[config.mk]
export PLATFORM = sky130hd
export DESIGN_NAME = reload_timer
export DESIGN_NICKNAME = d
export VERILOG_FILES = /design/src/rtl/tmr_pkg.sv /design/src/rtl/tmr_regs.sv /design/src/rtl/tmr_presc.sv /design/src/rtl/tmr_count.sv /design/src/rtl/tmr_flag.sv /design/src/rtl/reload_timer.sv
export SDC_FILE = /design/constraint.sdc
export NUM_CORES = 1
export LEC_CHECK = 0
export ABC_CLOCK_PERIOD_IN_PS = 3300
export BUFFER_PORTS_ARGS = -buffer_cell sky130_fd_sc_hd__buf_4
export CORE_ASPECT_RATIO = 0.6
export CORE_MARGIN = 2
export CORE_UTILIZATION = 54
export CTS_CLUSTER_DIAMETER = 30
export DETAILED_ROUTE_END_ITERATION = 10
export PLACE_DENSITY = 0.77
export SLEW_MARGIN = 20
export SYNTH_ARGS = -nofsm -noshare
export SYNTH_HDL_FRONTEND = slang
export SYNTH_HIERARCHICAL = 1
export SYNTH_SLANG_ARGS = --single-unit
[constraint.sdc]
create_clock -name clk -period 3.3 [get_ports clk]
set_clock_uncertainty 0.05 [all_clocks]
set_input_delay 0.165 -clock clk [delete_from_list [all_inputs] [get_ports clk]]
set_output_delay 0.165 -clock clk [all_outputs]
set_load 0.01 [all_outputs]
[src/rtl/tmr_pkg.sv]
`timescale 1ns/1ps
package tmr_pkg;
   localparam int ADDR_W = 3;

   typedef enum logic [ADDR_W-1:0] {
      A_CTRL = 3'd0,
      A_EVT  = 3'd1,
      A_STAT = 3'd2,
      A_PSC  = 3'd3,
      A_ARR  = 3'd4
   } addr_e;

   // control register layout, bit 0 upward: enable, update-disable, source-select, irq enable
   typedef struct packed {
      logic ie;
      logic urs;
      logic udis;
      logic en;
   } ctrl_t;

   localparam int CTRL_W = $bits(ctrl_t);
endpackage

[src/rtl/tmr_regs.sv]
`timescale 1ns/1ps
module tmr_regs
   import tmr_pkg::*;
#(
   parameter int DATA_W = 16,
   parameter int CNT_W  = 16,
   parameter int PSC_W  = 16
) (
   input  logic                   clk,
   input  logic                   rst_n,
   input  logic                   wr_en,
   input  logic [ADDR_W-1:0]      wr_addr,
   input  logic [DATA_W-1:0]      wr_data,
   output ctrl_t                  ctrl,
   output logic                   ug_stb,
   output logic                   clr_stb,
   output logic [PSC_W-1:0]       psc_src,
   output logic [CNT_W-1:0]       arr_src
);
   logic [PSC_W-1:0] psc_pre;
   logic [CNT_W-1:0] arr_pre;
   logic             hit_psc, hit_arr;

   assign hit_psc = wr_en && (wr_addr == A_PSC);
   assign hit_arr = wr_en && (wr_addr == A_ARR);
   assign ug_stb  = wr_en && (wr_addr == A_EVT)  && wr_data[0];
   assign clr_stb = wr_en && (wr_addr == A_STAT) && wr_data[0];

   always_ff @(posedge clk or negedge rst_n) begin
      if (!rst_n) begin
         ctrl    <= '0;
         psc_pre <= '0;
         arr_pre <= '0;
      end else begin
         if (wr_en && (wr_addr == A_CTRL)) ctrl <= ctrl_t'(wr_data[CTRL_W-1:0]);
         if (hit_psc) psc_pre <= wr_data[PSC_W-1:0];
         if (hit_arr) arr_pre <= wr_data[CNT_W-1:0];
      end
   end

   // value a shadow takes on an update: a same-cycle write wins
   assign psc_src = hit_psc ? wr_data[PSC_W-1:0] : psc_pre;
   assign arr_src = hit_arr ? wr_data[CNT_W-1:0] : arr_pre;
endmodule

[src/rtl/tmr_presc.sv]
`timescale 1ns/1ps
module tmr_presc #(
   parameter int PSC_W   = 16,
   parameter bit USE_PSC = 1'b1
) (
   input  logic             clk,
   input  logic             rst_n,
   input  logic             en,
   input  logic             ug,
   input  logic             upd,
   input  logic [PSC_W-1:0] psc_src,
   output logic             tick,
   output logic [PSC_W-1:0] psc_act
);
   generate
      if (USE_PSC) begin : g_psc
         logic [PSC_W-1:0] pcnt, pact;
         always_ff @(posedge clk or negedge rst_n) begin
            if (!rst_n) begin
               pcnt <= '0;
               pact <= '0;
            end else begin
               if (upd) pact <= psc_src;
               if (ug)
                  pcnt <= '0;
               else if (en)
                  pcnt <= (pcnt == pact) ? '0 : pcnt + 1'b1;
            end
         end
         assign tick    = en && !ug && (pcnt == pact);
         assign psc_act = pact;
      end else begin : g_direct
         assign tick    = en && !ug;
         assign psc_act = '0;
      end
   endgenerate
endmodule

[src/rtl/tmr_count.sv]
`timescale 1ns/1ps
module tmr_count #(
   parameter int CNT_W = 16
) (
   input  logic             clk,
   input  logic             rst_n,
   input  logic             tick,
   input  logic             ug,
   input  logic             upd,
   input  logic [CNT_W-1:0] arr_src,
   output logic [CNT_W-1:0] cnt,
   output logic [CNT_W-1:0] arr_act,
   output logic             ovf
);
   assign ovf = tick && (cnt == arr_act);

   always_ff @(posedge clk or negedge rst_n) begin
      if (!rst_n) begin
         cnt     <= '0;
         arr_act <= '0;
      end else begin
         if (upd) arr_act <= arr_src;
         if (ug)
            cnt <= '0;
         else if (tick)
            cnt <= ovf ? '0 : cnt + 1'b1;
      end
   end
endmodule

[src/rtl/tmr_flag.sv]
`timescale 1ns/1ps
module tmr_flag (
   input  logic clk,
   input  logic rst_n,
   input  logic upd,
   input  logic sw_upd,
   input  logic urs,
   input  logic clr,
   input  logic ie,
   output logic uif,
   output logic irq
);
   logic set_flag;
   assign set_flag = upd && !(sw_upd && urs);

   always_ff @(posedge clk or negedge rst_n) begin
      if (!rst_n)        uif <= 1'b0;
      else if (set_flag) uif <= 1'b1;
      else if (clr)      uif <= 1'b0;
   end

   assign irq = uif && ie;
endmodule

[src/rtl/reload_timer.sv]
`timescale 1ns/1ps
module reload_timer
   import tmr_pkg::*;
#(
   parameter int DATA_W  = 16,
   parameter int CNT_W   = 16,
   parameter int PSC_W   = 16,
   parameter bit USE_PSC = 1'b1
) (
   input  logic                   clk,
   input  logic                   rst_n,
   input  logic                   wr_en,
   input  logic [ADDR_W-1:0]      wr_addr,
   input  logic [DATA_W-1:0]      wr_data,
   output logic [CNT_W-1:0]       cnt_o,
   output logic                   ovf_o,
   output logic                   upd_o,
   output logic                   uif_o,
   output logic                   irq_o
);
   generate
      if (DATA_W < CTRL_W) begin : g_bad_data
         $error("reload_timer: DATA_W too narrow for control register");
      end
      if (CNT_W < 2 || CNT_W > DATA_W) begin : g_bad_cnt
         $error("reload_timer: CNT_W must lie in 2..DATA_W");
      end
      if (PSC_W < 1 || PSC_W > DATA_W) begin : g_bad_psc
         $error("reload_timer: PSC_W must lie in 1..DATA_W");
      end
   endgenerate

   ctrl_t            ctrl;
   logic             ug_stb, clr_stb, tick, ovf, upd_evt;
   logic [PSC_W-1:0] psc_src, psc_act;
   logic [CNT_W-1:0] arr_src, arr_act;

   tmr_regs #(.DATA_W(DATA_W), .CNT_W(CNT_W), .PSC_W(PSC_W)) u_regs (
      .clk(clk), .rst_n(rst_n), .wr_en(wr_en), .wr_addr(wr_addr), .wr_data(wr_data),
      .ctrl(ctrl), .ug_stb(ug_stb), .clr_stb(clr_stb),
      .psc_src(psc_src), .arr_src(arr_src)
   );

   assign upd_evt = !ctrl.udis && (ug_stb || ovf);

   tmr_presc #(.PSC_W(PSC_W), .USE_PSC(USE_PSC)) u_presc (
      .clk(clk), .rst_n(rst_n), .en(ctrl.en), .ug(ug_stb), .upd(upd_evt),
      .psc_src(psc_src), .tick(tick), .psc_act(psc_act)
   );

   tmr_count #(.CNT_W(CNT_W)) u_count (
      .clk(clk), .rst_n(rst_n), .tick(tick), .ug(ug_stb), .upd(upd_evt),
      .arr_src(arr_src), .cnt(cnt_o), .arr_act(arr_act), .ovf(ovf)
   );

   tmr_flag u_flag (
      .clk(clk), .rst_n(rst_n), .upd(upd_evt), .sw_upd(ug_stb), .urs(ctrl.urs),
      .clr(clr_stb), .ie(ctrl.ie), .uif(uif_o), .irq(irq_o)
   );

   always_ff @(posedge clk or negedge rst_n) begin
      if (!rst_n) begin
         ovf_o <= 1'b0;
         upd_o <= 1'b0;
      end else begin
         ovf_o <= ovf;
         upd_o <= upd_evt;
      end
   end
endmodule

# Word level (Yosys, flattened, before mapping)
# Cells that the tools add are included.
[classes]
eq_ne = 6
n_reduce_logical = 22
muxes = 10
addsub = 2
[ops]
columns = ["op", "n"]
rows = [
  ["$mux W16", 8],
  ["$add A16 B1 Y16 const B", 2],
  ["$eq A16 B16 Y1", 2],
  ["$logic_and A1 B1 Y1", 14],
  ["$eq A3 B2 Y1 const B", 2],
  ["$reduce_bool A2 Y1", 3],
  ["$eq A3 B1 Y1 const B", 1],
  ["$eq A3 B3 Y1 const B", 1],
  ["$logic_not A1 Y1", 3],
  ["$logic_not A3 Y1", 1],
  ["$mux W1", 2],
  ["$logic_or A1 B1 Y1", 1],
]
[totals]
output_inout_bits = 20
ff_bits = 103

# Logic depth before layout (Yosys ltp)
[logic_depth]
ltp_word = 11
depth_mapped = 13
mapped_depth_nobuf = 8

# Modules after synthesis
# The synthesis kept the hierarchy.
[by_module_without_submodules]
columns = ["module", "cells_each", "seq_area_each_um2", "n_inst", "area_per_inst_um2"]
rows = [
  ["tmr_presc", 170, 800.8, 1, 1750.4],
  ["tmr_count", 156, 800.8, 1, 1719.1],
  ["tmr_regs", 81, 900.9, 1, 1390.1],
  ["reload_timer", 3, 50.0, 1, 60.1],
  ["tmr_flag", 5, 25.0, 1, 47.5],
]

# Least setup slack after synthesis
# Ideal clock, no wire load.
[synth_timing]
path_kind = "reg-to-reg"
from = "reg u_presc.g_psc.pcnt[3]"
to = "reg u_presc.g_psc.pact[10], in the netlist u_presc/psc_act[10]"
path_slack_ns = -0.091
path_stages_with_launch = 14
n_path_buf = 5
arrival_time_ns = 3.216
path_cell_list = "dfrtp_1 clkbuf_1 xor2_1 nor4_1 nand4_1 buf_2 buf_2 nor3_1 nand2b_1 nor2_1 o21ba_1 clkbuf_1 buf_1 mux2_2"
[synth_between]
elab_chain_len = 5
[synth_rtl]
columns = ["item", "line_no", "text"]
rows = [
  ["start, declared", "tmr_presc.sv:17", "logic [PSC_W-1:0] pcnt, pact;"],
  ["start signal, assigned", "tmr_presc.sv:27", "pcnt <= (pcnt == pact) ? '0 : pcnt + 1'b1;"],
  ["$eq A16 B16 Y1", "tmr_presc.sv:30", "assign tick = en && !ug && (pcnt == pact);"],
  ["$logic_and A1 B1 Y1", "tmr_presc.sv:30", ""],
  ["named net tick", "reload_timer.sv:34", "logic ug_stb, clr_stb, tick, ovf, upd_evt;"],
  ["$logic_and A1 B1 Y1", "tmr_count.sv:15", "assign ovf = tick && (cnt == arr_act);"],
  ["named net ovf", "reload_timer.sv:34", ""],
  ["$logic_or A1 B1 Y1", "reload_timer.sv:44", "assign upd_evt = !ctrl.udis && (ug_stb || ovf);"],
  ["$logic_and A1 B1 Y1", "reload_timer.sv:44", ""],
  ["named net upd_evt", "reload_timer.sv:34", ""],
  ["end signal, assigned", "tmr_presc.sv:23", "if (upd) pact <= psc_src;"],
  ["end, declared", "tmr_presc.sv:17", ""],
]
# The timed path passes the listed nets, and every way through them passes these cells.
# A chain may end at the register's enable or synchronous reset.

# Worst setup path in the final report
[layout_timing]
from = "reg u_presc.g_psc.pcnt[9]"
to = "reg u_count.arr_act[8]"
[layout_between]
elab_chain_len = 5
[layout_rtl]
columns = ["item", "line_no", "text"]
rows = [
  ["$eq A16 B16 Y1", "tmr_presc.sv:30", ""],
  ["$logic_and A1 B1 Y1", "tmr_presc.sv:30", ""],
  ["named net tick", "reload_timer.sv:34", ""],
  ["$logic_and A1 B1 Y1", "tmr_count.sv:15", ""],
  ["named net ovf", "reload_timer.sv:34", ""],
  ["$logic_or A1 B1 Y1", "reload_timer.sv:44", ""],
  ["$logic_and A1 B1 Y1", "reload_timer.sv:44", ""],
  ["named net upd_evt", "reload_timer.sv:34", ""],
  ["end signal, assigned", "tmr_count.sv:22", "if (upd) arr_act <= arr_src;"],
  ["end, declared", "tmr_count.sv:12", "output logic [CNT_W-1:0] arr_act,"],
]
# The timed path passes the listed nets, and every way through them passes these cells.

==> results.py <==
metrics = {
    "synthesis": {
        "ys_types": 55,
        "synth_common_cells": "103 x dfrtp_1, 59 x mux2_2, 38 x xor2_1, 24 x nor2_1, 21 x nand2_1",
        "avgSynthCellArea_um2": 12.0,
        "synth_edf_count": 0,
        "yosysTopAreaCell": "dfrtp_1",
        "netlist_area_mm2": 0.00497,
        "syn-instance-count": 415,
        "yosysTopAreaCellShare": 0.519,
        "synth_seq_cells": 103,
        "ys_top_cells_by_area": "dfrtp_1 52%, mux2_2 13%, xor2_1 6.7%",
        "synth_nets": 439,
        "yosys_warnings": 6,
        "async_flop_share": 1.00,
        "ys_seq_area_frac": 0.519,
        "ys.flop_type": "dfrtp_1",
        "synth_most_common_cell": "dfrtp_1",
    },
    "timing": {
        "slew_headroom": 0.581,
        "rsz0062_at_grt": "no",
        "tns_ns": 0,
        "finalHoldViolCount": 0,
        "post-route-period-util": 0.894,
        "setup-violations-final": 0,
        "timing.final.max_slew_violations": 0,
        "worstMarginPinSlew_ns": 0.626,
        "fin_crit_ns": 2.95,
        "hold_ws_ns": 0.0162,
        "fmax_ghz": 0.339,
    },
    "finish": {
        "nets": 484,
        "final_area_mm2": 0.00577,
        "area.growth.synth_to_final_pct": 16.2,
        "diodes": 0,
        "final_util": 0.638,
        "drive_gt1_frac": 0.310,
    },
    "power": {
        "leakage_nw": 2.57,
        "ir_drop_mv": 0.344,
        "pwr_density_cell_mw_per_mm2": 628,
    },
    "placement": {
        "gp_congestion": 0.877,
        "io_buffers": 41,
        "dpl_cell_area_mm2": 0.00544,
        "dp_hpwl_mm": 7.69,
    },
    "cts": {
        "cts_setup_buffers": 0,
        "clk_latency_ns": 0.35,
        "cts-root-buf": "clkbuf_16",
        "htree_levels": 3,
        "cts_tree": "done",
        "numCtsBuffers": 9,
        "clk_pin_slew_ns": 0.07,
        "cts_buffer_depth": 2,
        "numClockSinks": 103,
    },
    "critical_path": {
        "cp_data_required_time_ns": 3.48,
        "arrival_ns": 3.13,
        "worst-path-max-fanout": 30,
        "crit_type": "flip-flop to flip-flop",
        "startpoint_type": "flip-flop",
        "cp-end-kind": "flip-flop",
    },
    "route": {
        "drc": 0,
        "drtPass1Iterations": 5,
        "vias": 3515,
        "ant_nets": 0,
        "viasPerCell": 6.05,
        "wl_mm": 10.8,
        "drt_iter0_drc": 302,
        "avgRoutedWirePerCell_um": 18.6,
    },
    "die": {
        "dieArea_mm2": 0.0100,
        "fp.dieW_um": 128,
        "start_util": 0.549,
        "core_mm2": 0.00905,
        "rows": 27,
        "die-height_um": 78.3,
        "ios": 42,
    },
    "grt": {
        "grt_pass1_vias": 3359,
        "overflow": 0,
        "antenna_found_initial": 0,
        "grt_pass1_wl_mm": 17.9,
        "grt_util_all_layers": 0.237,
        "grt_max_degree": 45,
    },
    "run": {
        "maxCapViolCount": 0,
    },
    "worst_hold_path": {
        "hold_class": "input port to flip-flop",
    },
    "run_status": {
        "status": "complete, no violations",
    },
}
## worst max-delay path, cell delays in order, from the launching register on
cell and delay, ns:
dfrtp_1 0.46, xor2_1 0.20, nor4_1 0.36, nand4_1 0.25, nor3_4 0.25, nand2b_1 0.14
nor2_1 0.18, o21ba_1 0.32, buf_12 0.25, mux2_2 0.36
## placed cells by master (no fill, tap or decap), types with 2 or more instances in the layout
cell        netlist  layout
dfrtp_1         103     103
mux2_2           59      59
buf_4             2      50
xor2_1           38      38
nor2_1           24      24
nand2_1          21      21
nand3_1          16      16
nor4_1           13      13
nand4_1          10      10
a21oi_1          10      10
mux2_1           10      10
clkbuf_16         0       9
nor3_1            9       8
inv_1             6       6
or4b_1            6       6
a31oi_1           6       6
o21ai_0           5       5
and3_1            5       5
nand2b_1          4       4
mux2i_1           4       4
nor2b_1           4       4
xnor2_1           3       3
a22o_1            3       3
a22oi_1           3       3
bufinv_16         0       2
clkinvlp_4        0       2
clkinv_2          0       2
nor4_2            2       2
nor4b_2           2       2
nor3b_1           3       2
ha_1              2       2
nand3b_1          2       2
o2111ai_1         2       2
## worst paths after layout
kind	startpoint	to	slack, ns	depth (start not counted)
max	u_presc/g_psc.pcnt[9]$_DFFE_PN0P_	u_count/arr_act[8]$_DFFE_PN0P_	0.35	9
min reg2reg	u_regs/arr_pre[7]$_DFF_PN0_	u_regs/arr_pre[7]$_DFF_PN0_	0.44	1
min in group asynchronous	rst_n	u_presc/g_psc.pcnt[10]$_DFFE_PN0P_	0.28	2
min	wr_data[11]	u_regs/arr_pre[11]$_DFF_PN0_	0.02	2
max reg2reg	u_presc/g_psc.pcnt[9]$_DFFE_PN0P_	u_count/arr_act[8]$_DFFE_PN0P_	0.35	9
max in group asynchronous	rst_n	u_count/cnt[13]$_DFFE_PN0P_	2.04	3
## power by group
part / internal (mW) / leakage (nW) / switching [mW] / total (mW)
clock network: 0.662 / 0.148 / 0.462 / 1.12
registers: 1.54 / 1.27 / 0.210 / 1.75
logic: 0.379 / 1.16 / 0.376 / 0.755
## cells by family (layout without fill, tap and decap cells)
group           count (synthesis)  in the layout  share of synthesized area
compound gates                 37             37                     0.0511
xor+xnor                       41             41                     0.0723
fa+ha+maj                       2              2                    0.00504
buf+inv                        24             74                     0.0227
flops                         103            103                      0.519
mux                            73             73                      0.164
simple gates                  135            135                      0.165
## final cells by class
type                       count  area [um2]
sequential                   103        2580
inverter                       6        22.5
timing repair buffer          52         405
clock buffer                  10         229
fill                         700        3280
tap                          116         145
clock inverter                 6        85.1
multi-input combinational    288        2310
## per-stage QoR
| step | total power, mW | cells | setup slack [ns] |
|---|---|---|---|
| after global placement | 2.47 | 564 | 0.534 |
| after global routing | 3.82 | 581 | 0.0510 |
| final | 3.63 | 581 | 0.349 |
| after detailed placement | 2.51 | 564 | 0.418 |
| after floorplan | 2.25 | 415 | 0.0299 |
| after CTS | 3.64 | 581 | 0.324 |
## registers in the layout (all words and copies together), names as in the netlist
name	flops
upd_o	1
ovf_o	1
u_regs/psc_pre	16
u_presc/psc_act	16
u_count/cnt	16
u_regs/ctrl	4
u_count/arr_act	16
u_regs/arr_pre	16
u_presc/g_psc.pcnt	16
u_flag/uif	1
## layer usage
layer | up-vias | routed length (um) | track usage
met3 | 14 | 645 | 0.0675
li1 | 1603 | - | -
met4 | 0 | 114 | 0.0637
met5 | - | 0 | 0
met2 | 118 | 4620 | 0.324
met1 | 1780 | 5440 | 0.367
## repair_timing
item | 4_1_cts | 5_1_grt
resized for setup | 0 | 1
setup endpoints to repair | 0 | 5
hold buffers | 1 | 0
hold endpoints to repair | 42 | 0
Note: power is estimated with default switching activity, not from simulation.
